<file path="src/rtl/lmc_pkg.sv">
package lmc_pkg;
  localparam logic [1:0] OP_STEP  = 2'd1;
  localparam logic [1:0] OP_CLEAR = 2'd2;

  localparam logic [1:0] DIR_LEFT  = 2'd0;
  localparam logic [1:0] DIR_RIGHT = 2'd1;
  localparam logic [1:0] DIR_UP    = 2'd2;
  localparam logic [1:0] DIR_DOWN  = 2'd3;

  localparam logic [2:0] ST_OK      = 3'd0;
  localparam logic [2:0] ST_LIMIT   = 3'd1;
  localparam logic [2:0] ST_BADSTEP = 3'd2;
  localparam logic [2:0] ST_UNSUPP  = 3'd3;
  localparam logic [2:0] ST_NOLINK  = 3'd4;
  localparam logic [2:0] ST_ABORT   = 3'd5;

  function automatic logic dir_is_vertical(input logic [1:0] d);
    return d[1];
  endfunction

  function automatic logic dir_is_negative(input logic [1:0] d);
    return (d == DIR_LEFT) || (d == DIR_DOWN);
  endfunction
endpackage

</file>
<file path="src/rtl/lmc_cmd_check.sv">
module lmc_cmd_check
  import lmc_pkg::*;
#(
  parameter int MAX_TSTEP = 15,
  parameter int MAX_VSTEP = 7,
  parameter int STEP_W    = 5,
  parameter bit VOLT_EN   = 1'b1,
  localparam int OFS_W    = STEP_W + 1
) (
  input  logic [1:0]              dir,
  input  logic [STEP_W-1:0]       steps,
  input  logic                    link_up,
  output logic                    ok,
  output logic [2:0]              rej_status,
  output logic                    vert,
  output logic signed [OFS_W-1:0] ofs_val
);
  localparam logic [STEP_W-1:0] TMAX = STEP_W'(MAX_TSTEP);
  localparam logic [STEP_W-1:0] VMAX = STEP_W'(MAX_VSTEP);

  function automatic logic signed [OFS_W-1:0] signed_ofs(
    input logic [1:0] d, input logic [STEP_W-1:0] s);
    logic signed [OFS_W-1:0] mag;
    mag = $signed({1'b0, s});
    return dir_is_negative(d) ? -mag : mag;
  endfunction

  function automatic logic step_in_range(
    input logic [1:0] d, input logic [STEP_W-1:0] s);
    return dir_is_vertical(d) ? (s <= VMAX) : (s <= TMAX);
  endfunction

  always_comb begin
    vert       = dir_is_vertical(dir);
    ofs_val    = signed_ofs(dir, steps);
    ok         = 1'b0;
    rej_status = ST_OK;
    if (!link_up)                    rej_status = ST_NOLINK;
    else if (vert && !VOLT_EN)       rej_status = ST_UNSUPP;
    else if (!step_in_range(dir, steps)) rej_status = ST_BADSTEP;
    else                             ok = 1'b1;
  end
endmodule

</file>
<file path="src/rtl/lmc_dwell_ctr.sv">
module lmc_dwell_ctr #(
  parameter int DWELL_W = 16,
  parameter int ERR_W   = 6
) (
  input  logic               clk,
  input  logic               rst_n,
  input  logic               start,
  input  logic               stop,
  input  logic [DWELL_W-1:0] dwell_in,
  input  logic [ERR_W-1:0]   lim_in,
  input  logic               bit_err,
  output logic               active,
  output logic               ev_done,
  output logic               ev_over,
  output logic [ERR_W-1:0]   errs_n,
  output logic [ERR_W-1:0]   lim_q
);
  localparam logic [ERR_W-1:0]   ERR_MAX   = '1;
  localparam logic [DWELL_W-1:0] DWELL_ONE = DWELL_W'(1);

  logic [DWELL_W-1:0] cnt_q;
  logic [ERR_W-1:0]   errs_q;

  function automatic logic [ERR_W-1:0] sat_inc(
    input logic [ERR_W-1:0] v, input logic inc);
    return (inc && v != ERR_MAX) ? v + ERR_W'(1) : v;
  endfunction

  always_comb begin
    errs_n  = sat_inc(errs_q, bit_err);
    ev_over = active && !stop && (errs_n > lim_q);
    ev_done = active && !stop && !ev_over && (cnt_q == DWELL_ONE);
  end

  always_ff @(posedge clk or negedge rst_n) begin
    if (!rst_n) begin
      active <= 1'b0;
      cnt_q  <= '0;
      errs_q <= '0;
      lim_q  <= '0;
    end else if (start) begin
      active <= 1'b1;
      cnt_q  <= (dwell_in == '0) ? DWELL_ONE : dwell_in;
      errs_q <= '0;
      lim_q  <= lim_in;
    end else if (active) begin
      if (stop || ev_over || ev_done) begin
        active <= 1'b0;
      end else begin
        cnt_q  <= cnt_q - DWELL_ONE;
        errs_q <= errs_n;
      end
    end
  end
endmodule

</file>
<file path="src/rtl/lmc_offset_reg.sv">
module lmc_offset_reg #(
  parameter int  OFS_W   = 6,
  parameter bit  VOLT_EN = 1'b1
) (
  input  logic                    clk,
  input  logic                    rst_n,
  input  logic                    load,
  input  logic                    load_vert,
  input  logic signed [OFS_W-1:0] load_val,
  input  logic                    zero,
  output logic signed [OFS_W-1:0] tim_ofs,
  output logic signed [OFS_W-1:0] volt_ofs
);
  always_ff @(posedge clk or negedge rst_n) begin
    if (!rst_n)      tim_ofs <= '0;
    else if (zero)   tim_ofs <= '0;
    else if (load)   tim_ofs <= load_vert ? '0 : load_val;
  end

  generate
    if (VOLT_EN) begin : g_volt
      always_ff @(posedge clk or negedge rst_n) begin
        if (!rst_n)    volt_ofs <= '0;
        else if (zero) volt_ofs <= '0;
        else if (load) volt_ofs <= load_vert ? load_val : '0;
      end
    end else begin : g_novolt
      assign volt_ofs = '0;
    end
  endgenerate
endmodule

</file>
<file path="src/rtl/lane_margin_ctrl.sv">
module lane_margin_ctrl
  import lmc_pkg::*;
#(
  parameter int MAX_TSTEP = 15,
  parameter int MAX_VSTEP = 7,
  parameter bit VOLT_EN   = 1'b1,
  parameter int DWELL_W   = 16,
  parameter int ERR_W     = 6,
  parameter int STEP_W    = $clog2(((MAX_TSTEP > MAX_VSTEP) ? MAX_TSTEP : MAX_VSTEP) + 1) + 1
) (
  input  logic                      clk,
  input  logic                      rst_n,
  input  logic                      link_up,
  input  logic                      cmd_valid,
  input  logic [1:0]                cmd_op,
  input  logic [1:0]                cmd_dir,
  input  logic [STEP_W-1:0]         cmd_steps,
  input  logic [DWELL_W-1:0]        cmd_dwell,
  input  logic [ERR_W-1:0]          cmd_limit,
  input  logic                      bit_err,
  output logic signed [STEP_W:0]    tim_ofs,
  output logic signed [STEP_W:0]    volt_ofs,
  output logic                      busy,
  output logic                      rsp_valid,
  output logic [2:0]                rsp_status,
  output logic [ERR_W-1:0]          rsp_errs
);
  localparam int OFS_W = STEP_W + 1;

  logic                    chk_ok, chk_vert;
  logic [2:0]              chk_status;
  logic signed [OFS_W-1:0] chk_ofs;
  logic                    ev_done, ev_over;
  logic [ERR_W-1:0]        errs_n, lim_q;

  // named events shared with the checker
  logic clr_cmd, step_cmd, step_accept, step_reject, link_lost, stop_dwell, zero_ofs;

  always_comb begin
    clr_cmd     = cmd_valid && (cmd_op == OP_CLEAR);
    step_cmd    = cmd_valid && (cmd_op == OP_STEP) && !busy && !clr_cmd;
    step_accept = step_cmd && chk_ok;
    step_reject = step_cmd && !chk_ok;
    link_lost   = busy && !link_up && !clr_cmd;
    stop_dwell  = clr_cmd || link_lost;
    zero_ofs    = clr_cmd || link_lost || ev_over;
  end

  lmc_cmd_check #(
    .MAX_TSTEP(MAX_TSTEP), .MAX_VSTEP(MAX_VSTEP),
    .STEP_W(STEP_W), .VOLT_EN(VOLT_EN)
  ) u_check (
    .dir(cmd_dir), .steps(cmd_steps), .link_up(link_up),
    .ok(chk_ok), .rej_status(chk_status), .vert(chk_vert), .ofs_val(chk_ofs)
  );

  lmc_dwell_ctr #(.DWELL_W(DWELL_W), .ERR_W(ERR_W)) u_dwell (
    .clk(clk), .rst_n(rst_n), .start(step_accept), .stop(stop_dwell),
    .dwell_in(cmd_dwell), .lim_in(cmd_limit), .bit_err(bit_err),
    .active(busy), .ev_done(ev_done), .ev_over(ev_over),
    .errs_n(errs_n), .lim_q(lim_q)
  );

  lmc_offset_reg #(.OFS_W(OFS_W), .VOLT_EN(VOLT_EN)) u_ofs (
    .clk(clk), .rst_n(rst_n), .load(step_accept), .load_vert(chk_vert),
    .load_val(chk_ofs), .zero(zero_ofs),
    .tim_ofs(tim_ofs), .volt_ofs(volt_ofs)
  );

  always_ff @(posedge clk or negedge rst_n) begin
    if (!rst_n) begin
      rsp_valid  <= 1'b0;
      rsp_status <= ST_OK;
      rsp_errs   <= '0;
    end else begin
      rsp_valid <= 1'b1;
      if (clr_cmd) begin
        rsp_status <= ST_ABORT;   rsp_errs <= '0;
      end else if (link_lost) begin
        rsp_status <= ST_NOLINK;  rsp_errs <= errs_n;
      end else if (ev_over) begin
        rsp_status <= ST_LIMIT;   rsp_errs <= errs_n;
      end else if (ev_done) begin
        rsp_status <= ST_OK;      rsp_errs <= errs_n;
      end else if (step_reject) begin
        rsp_status <= chk_status; rsp_errs <= '0;
      end else begin
        rsp_valid <= 1'b0;
      end
    end
  end
endmodule

</file>
<file path="config.mk">
export PLATFORM = sky130hd
export DESIGN_NAME = lane_margin_ctrl
export DESIGN_NICKNAME = d
export VERILOG_FILES = /design/src/rtl/lmc_pkg.sv /design/src/rtl/lmc_cmd_check.sv /design/src/rtl/lmc_dwell_ctr.sv /design/src/rtl/lmc_offset_reg.sv /design/src/rtl/lane_margin_ctrl.sv
export SDC_FILE = /design/constraint.sdc
export NUM_CORES = 1
export LEC_CHECK = 0
export BUFFER_PORTS_ARGS = -buffer_cell sky130_fd_sc_hd__buf_2
export CELL_PAD_IN_SITES_DETAIL_PLACEMENT = 0
export CELL_PAD_IN_SITES_GLOBAL_PLACEMENT = 1
export CORE_UTILIZATION = 35
export CTS_BUF_LIST = sky130_fd_sc_hd__clkbuf_8
export DETAILED_ROUTE_END_ITERATION = 16
export PLACE_DENSITY_LB_ADDON = 0.1
export SYNTH_ARGS = -nofsm -noshare
export SYNTH_HDL_FRONTEND = slang
export SYNTH_SLANG_ARGS = --single-unit
</file>
<file path="constraint.sdc">
create_clock -name clk -period 3.7 [get_ports clk]
set_input_delay 0.185 -clock clk [delete_from_list [all_inputs] [get_ports clk]]
set_output_delay 0.185 -clock clk [all_outputs]
set_load 0.01 [all_outputs]
</file>
# Word level (Yosys, flattened, before mapping)

Cells that the tools add are included.

Output and inout bits: 23
Register bits after elaboration: 51

Reduce and logical (&&, ||, !) cells: 29
Equal/unequal tests: 6
$add $sub $neg: 3
$lt $le $gt $ge: 3
Muxes and demuxes: 38

Operator list:

| kind                                                                   | number |
|---|---|
| 6-bit two-way mux                                                      | 16 |
| 16-bit two-way mux                                                     | 4 |
| 3-bit two-way mux                                                      | 6 |
| 16-bit by 1-bit == test with 1-bit output (second input constant)      | 1 |
| 16-bit logical NOT                                                     | 1 |
| 16-bit by 1-bit subtractor with 16-bit output (second input constant)  | 1 |
| 1-bit logical AND                                                      | 13 |
| 1-bit two-way mux                                                      | 11 |
| 6-bit by 1-bit adder with 6-bit output (second input constant)         | 1 |
| 6-bit > comparator                                                     | 1 |
| 1-bit logical NOT                                                      | 6 |
| 6-bit inequality test (second input constant)                          | 1 |
| 5-bit negator with 6-bit output                                        | 1 |
| 5-bit by 3-bit <= comparator with 1-bit output (second input constant) | 1 |
| 5-bit by 4-bit <= comparator with 1-bit output (second input constant) | 1 |
| 5-bit nonzero test                                                     | 1 |
| 2-bit == test (second input constant)                                  | 2 |
| 1-bit logical OR                                                       | 4 |
| 2-bit nonzero test                                                     | 2 |
| 2-bit by 1-bit == test with 1-bit output (second input constant)       | 1 |
| 2-bit logical NOT                                                      | 1 |
| 2-bit two-way mux                                                      | 1 |
| 2-bit inequality test (second input constant)                          | 1 |
| 2-bit AND reduction                                                    | 1 |

# Logic depth before layout (Yosys ltp)

Depth after elaboration: 15
Depth in mapped cells: 14
Mapped depth without buffers: 12

# Cells and area by module

Synthesis repeated with hierarchy kept, for this count alone.

Cell total of the unflattened synthesis: 328
Area total of the unflattened synthesis: 3159.3 µm²

By module, submodules not included:

| module           | times used | area an instance (µm²) | seq. area each (µm²) | cells an instance |
|---|---|---|---|---|
| lmc_dwell_ctr    | 1          | 2040.7                 | 725.7                | 237 |
| lane_margin_ctrl | 1          | 476.7                  | 250.2                | 35 |
| lmc_offset_reg   | 1          | 467.9                  | 300.3                | 31 |
| lmc_cmd_check    | 1          | 173.9                  | 0.0                  | 25 |

# Worst setup path before layout

Ideal clock, no wire load.

Path type: flip-flop to flip-flop
Start point: register u_dwell.errs_q[3]
End point: register u_dwell.errs_q[0]
Cell stages (with the launch flop): 15
Data arrival time: 2865 ps
Buffers on the path: 3
Required time: 3559 ps
Clock period less this slack: 3005 ps
Path slack: 695 ps
Path through: dfrtp_1 > clkbuf_1 > nand4_1 > o21ai_0 > mux2i_1 > inv_1 > ha_1 > nor2b_1 > o21ai_0 > a31oi_1 > buf_2 > or2_1 > buf_2 > o211ai_1 > o31ai_1

Cells in the longest elaborated chain, start to end: 11
Elaborated cells between the ends (all ways): 16
Classes of those cells: 1 x add/sub; 1 x order compare; 2 x eq/ne; 4 x mux; 8 x reduce/logical

Ends and longest elaborated chain:

| what                                                                           | line                | text |
|---|---|---|
| start: declaration                                                             | lmc_dwell_ctr.sv:22 | `logic [ERR_W-1:0] errs_q;` |
| start signal: assignment                                                       | lmc_dwell_ctr.sv:51 | `errs_q <= errs_n;` |
| branches (longest 2 deep; another with 6-bit by 1-bit adder with 6-bit output) | -                   |  |
| 6-bit two-way mux *                                                            | lmc_dwell_ctr.sv:26 | `return (inc && v != ERR_MAX) ? v + ERR_W'(1) : v;` |
| 6-bit > comparator                                                             | lmc_dwell_ctr.sv:31 | `ev_over = active && !stop && (errs_n > lim_q);` |
| 1-bit logical AND                                                              | lmc_dwell_ctr.sv:31 |  |
| 1-bit logical NOT                                                              | lmc_dwell_ctr.sv:32 | `ev_done = active && !stop && !ev_over && (cnt_q == DWELL_ONE);` |
| 1-bit logical AND (2 in series)                                                | lmc_dwell_ctr.sv:32 |  |
| 1-bit logical OR                                                               | lmc_dwell_ctr.sv:47 | `if (stop \|\| ev_over \|\| ev_done) begin` |
| 2-bit inequality test (no line)                                                | -                   |  |
| 2-bit AND reduction (no line)                                                  | -                   |  |

Mark *: on every way between the ends. The select of a mux whose other input is x is not followed.
A chain may end at the register's enable or synchronous reset.

# Final worst setup path

Start point: register u_dwell.errs_q[0]
End point: register u_dwell.cnt_q[4]

Cells in the longest elaborated chain, start to end: 11
Elaborated cells between the ends (all ways): 13
Classes of those cells: 1 x add/sub; 1 x order compare; 2 x eq/ne; 1 x mux; 8 x reduce/logical

Ends and longest elaborated chain:

| what                                                                           | line                | text |
|---|---|---|
| branches (longest 2 deep; another with 6-bit by 1-bit adder with 6-bit output) | -                   |  |
| 6-bit two-way mux *                                                            | lmc_dwell_ctr.sv:26 |  |
| 6-bit > comparator *                                                           | lmc_dwell_ctr.sv:31 |  |
| 1-bit logical AND *                                                            | lmc_dwell_ctr.sv:31 |  |
| 1-bit logical NOT                                                              | lmc_dwell_ctr.sv:32 |  |
| 1-bit logical AND (2 in series)                                                | lmc_dwell_ctr.sv:32 |  |
| 1-bit logical OR *                                                             | lmc_dwell_ctr.sv:47 |  |
| 2-bit inequality test (no line) *                                              | -                   |  |
| 2-bit AND reduction (no line) *                                                | -                   |  |
| end signal: assignment                                                         | lmc_dwell_ctr.sv:43 | `cnt_q <= (dwell_in == '0) ? DWELL_ONE : dwell_in;` |
| end signal: assignment                                                         | lmc_dwell_ctr.sv:50 | `cnt_q <= cnt_q - DWELL_ONE;` |
| end: declaration                                                               | lmc_dwell_ctr.sv:21 | `logic [DWELL_W-1:0] cnt_q;` |

Mark *: on every way between the ends.

==> key figures <==
Clock tree
  – Clock sinks: 51
  – CTS tree: done
  – CTS root buf: clkbuf_8
  – CTS Buf Count: 5
  – H-tree depth: 2
  – Cells resized by post-CTS repair: 0
  – Latest clock arrival within the worst-skew pair: 0.31 ns
  – Clock transition at path regs: about 0.10 ns
  – Clk buf depth: 2
  – Hold_buf cts: 0
  – Post-CTS setup buffers: 0

Logic synthesis
  – Post-Synth Simple-Gate Area: 24.9%
  – Main combinational cell family by area after synthesis: simple AND/OR/NAND/NOR gates
  – Most frequent cell after synthesis: dfrtp_1
  – Synth area leader: dfrtp_1
  – Post-synthesis sequential area ratio: between 40% and 50%
  – Area share of fa/ha/maj cells after synthesis: 4.80%
  – Synth top area cells: dfrtp_1, xnor2_1, ha_1
  – Post-synth top cells: dfrtp_1, nand2_1, nor2_1
  – Mux contribution to synthesized area: 1.44%
  – Syn Area/Cell: 8.98 sq um
  – Unique masters post-synth: 45
  – Number of synthesized flops with an enable pin: 0
  – Synth top area share: between 40 and 50%
  – Yosys synthesis warning count: 0
  – Syn nets: 366
  – Post-Syn Instances: between 300 and 400
  – Synth Area in Compound Gates: between 10% and 20%
  – XOR/XNOR Fraction of Synth Area: 7.34%
  – Flop and latch count out of synthesis: around 50
  – Synthesized area: 2870 sq um
  – Async SR Flop Fraction: 100%
  – Main synth FF type: dfrtp_1

Global routing
  – Initial antenna violation count: 0
  – First-pass GRT wire length: 11,900 microns
  – Largest net degree at the start of global routing: 52
  – Total GRT Usage: between 10% and 20%
  – GRT Residual Overflow: 0
  – Vias in the first global route: approximately 2,400

Detailed routing
  – Initial DRC Count: 117
  – WL final: between 6000 and 7000 microns
  – DR vias/cell: 5.08
  – Post-DR wirelength/cell: 14.7 microns
  – Final ANT Viol Nets: 0
  – Drc violations: 0
  – DR pass1 iterations: 4
  – Total number of vias: 2,420

Die
  – Die ar.: 8550 sq um
  – Core box area: 7810 sq um
  – Die Span X: 92.5 microns
  – Die Y: between 90 and 100 microns
  – Ports: 59
  – Site Rows: 32
  – Initial core utilization: 36.7%

Setup path
  – CP peak stage delay: 0.43 ns
  – Crit path max-delay cell type: dfrtp_1
  – Worst EP required: 3.87 ns
  – Startpoint types: register
  – CP delay by family, top: compound AO/OA/AOI/OAI gates
  – Crit-path max FO: 10
  – Crit path DAT: 3.47 ns
  – Crit-path cells: ha_1 > inv_1 > o21ai_0 > mux2i_1 > inv_1 > ha_1 > nor2b_1 > o21ai_1 > a31oi_2 > nor4_1 > xnor2_1 > o21ai_0
  – CP Class: register to register
  – CP bufs+invs: 2
  – Type of destination of the critical path: register

Cells and area
  – Antenna Cells: 0
  – Final core area utilization: about 43%
  – Layout net count: 420
  – Non-Filler Instances: between 400 and 500
  – Share of post-route cells with drive strength above 1: about a fifth
  – Area Growth Syn to Fin: 17.8%

Timing
  – Slew at the pin closest to its max-slew limit: 0.795 ns
  – Part of the cycle the worst path needs: around nine tenths
  – Fin Setup TNS: 0 ns
  – Final Hold Slack: -0.0258 ns
  – Hold Fails Final Rpt: 12
  – Post-layout minimum cycle time: 3.30 ns
  – Final setup viols: 0
  – Relative max-transition margin: 47.0%
  – RSZ-0062 raised after global routing: false
  – Final Max Slew Viols: 0
  – Fmax: 303 MHz
  – Max Clock Skew: approximately 0.0070 ns

Power and ir drop
  – Reg power frac: 51.3%
  – Switching power total: 0.000497 W
  – Max VDD drop: between 0.15 and 0.2 mV
  – Comb power frac: 26.0%
  – Clock network fraction of design power: 22.8%
  – Pint: 0.000967 W
  – Switching Fraction: around a third
  – Power Density: 434 nW/um^2
  – Leakage power total: 1.55 nW

Flow run
  – # Max-Cap Violations: 0

Place
  – Detailed placement HPWL: 4990 microns
  – Placed Cells: 467
  – GP Congestion: 0.758
  – Port buffer count: 58

Outcome
  – Violated checks: hold timing
  – Status: finished, violations left

Hold path
  – Hold/Removal Path Class: input port to asynchronous set/reset pin
[final cells by class]
type,count,area [sq um]
multi-input combinational,237,1490
clock buffer,5,68.8
sequential,51,1280
fill,817,4430
timing repair buffer,64,335
inverter,14,52.6
clock inverter,3,20.0
tap,102,128
[final timing paths]
check                      slack [ns]  depth (start not counted)                            to                           from
setup / recovery                 0.40                         12  u_dwell.cnt_q[4]$_DFFE_PN0P_  u_dwell.errs_q[0]$_DFFE_PN0P_
hold / removal                  -0.03                          2       rsp_errs[2]$_DFFE_PN0P_                          rst_n
setup reg to reg                 0.40                         12  u_dwell.cnt_q[4]$_DFFE_PN0P_  u_dwell.errs_q[0]$_DFFE_PN0P_
hold reg to reg                  0.50                          2  u_dwell.lim_q[0]$_DFFE_PN0P_   u_dwell.lim_q[0]$_DFFE_PN0P_
max in group asynchronous        3.26                          2  u_dwell.cnt_q[2]$_DFFE_PN0P_                          rst_n
min in group clk                 0.07                          3  u_dwell.lim_q[1]$_DFFE_PN0P_                   cmd_limit[1]
[registers in the layout, indices dropped and copies added (netlist names)]
signal          cells
rsp_status          3
rsp_errs            6
u_dwell.errs_q      6
u_dwell.active      1
u_dwell.lim_q       6
u_ofs.volt_ofs      6
rsp_valid           1
u_ofs.tim_ofs       6
u_dwell.cnt_q      16
[logic make-up after synthesis]
group           after synthesis
compound gates               63
xor+xnor                     24
fa+ha+maj                    11
buf+inv                      32
flops                        51
mux                           4
simple gates                134
[cell usage in the layout (no fill, tap or decap), drive strengths merged, types with 5 or more instances in the layout]
| master | count |
|---|---|
| xnor2 | 22 |
| nand2 | 35 |
| dfrtp | 51 |
| buf | 64 |
| a21oi | 21 |
| nand4 | 6 |
| nor2 | 23 |
| nor4 | 12 |
| inv | 14 |
| nor3 | 13 |
| clkbuf | 5 |
| o21ai | 24 |
| nand3 | 15 |
| o31ai | 6 |
| ha | 11 |
[per-stage QoR]
stage	hold slack (ns)	cell area [sq um]	setup slack [ns]	power [W]
2_1_floorplan	-0.111	2870	0.695	0.00101
3_3_place_gp	0.355	3260	0.211	0.00113
3_5_place_dp	0.355	3260	0.0930	0.00113
4_1_cts	0.0114	3350	0.0524	0.00147
5_1_grt	0.0473	3370	0.0530	0.00158
6_report	-0.0258	3370	0.402	0.00146
[per-layer routing]
layer / global-route usage, % / vias up / part of all wire, %
met1: 25.3 / 1134 / 51
met3: 2.55 / 4 / 3.4
met4: 3.91 / 0 / 0.62
met5: 0 / - / 0
li1: - / 1236 / -
met2: 27.7 / 46 / 45
[power by group through the flow]
stage	clock (W)	sequential, W	combinational [W]
after detailed placement	0	0.000761	0.000372
after floorplan	0	0.000746	0.000261
final	0.000333	0.000751	0.000380
after CTS	0.000346	0.000750	0.000380
after global routing	0.000363	0.000769	0.000445
after global placement	0	0.000758	0.000371
[worst reg2reg max path, cell delays in order, from the launching register on]
cell     delay, ns
dfrtp_1       0.43
ha_1          0.23
inv_1         0.07
o21ai_0       0.26
mux2i_1       0.37
inv_1         0.09
ha_1          0.29
nor2b_1       0.13
o21ai_1       0.29
a31oi_2       0.33
nor4_1        0.41
xnor2_1       0.17
o21ai_0       0.09
No activity file was read; power rests on OpenSTA's default activity.
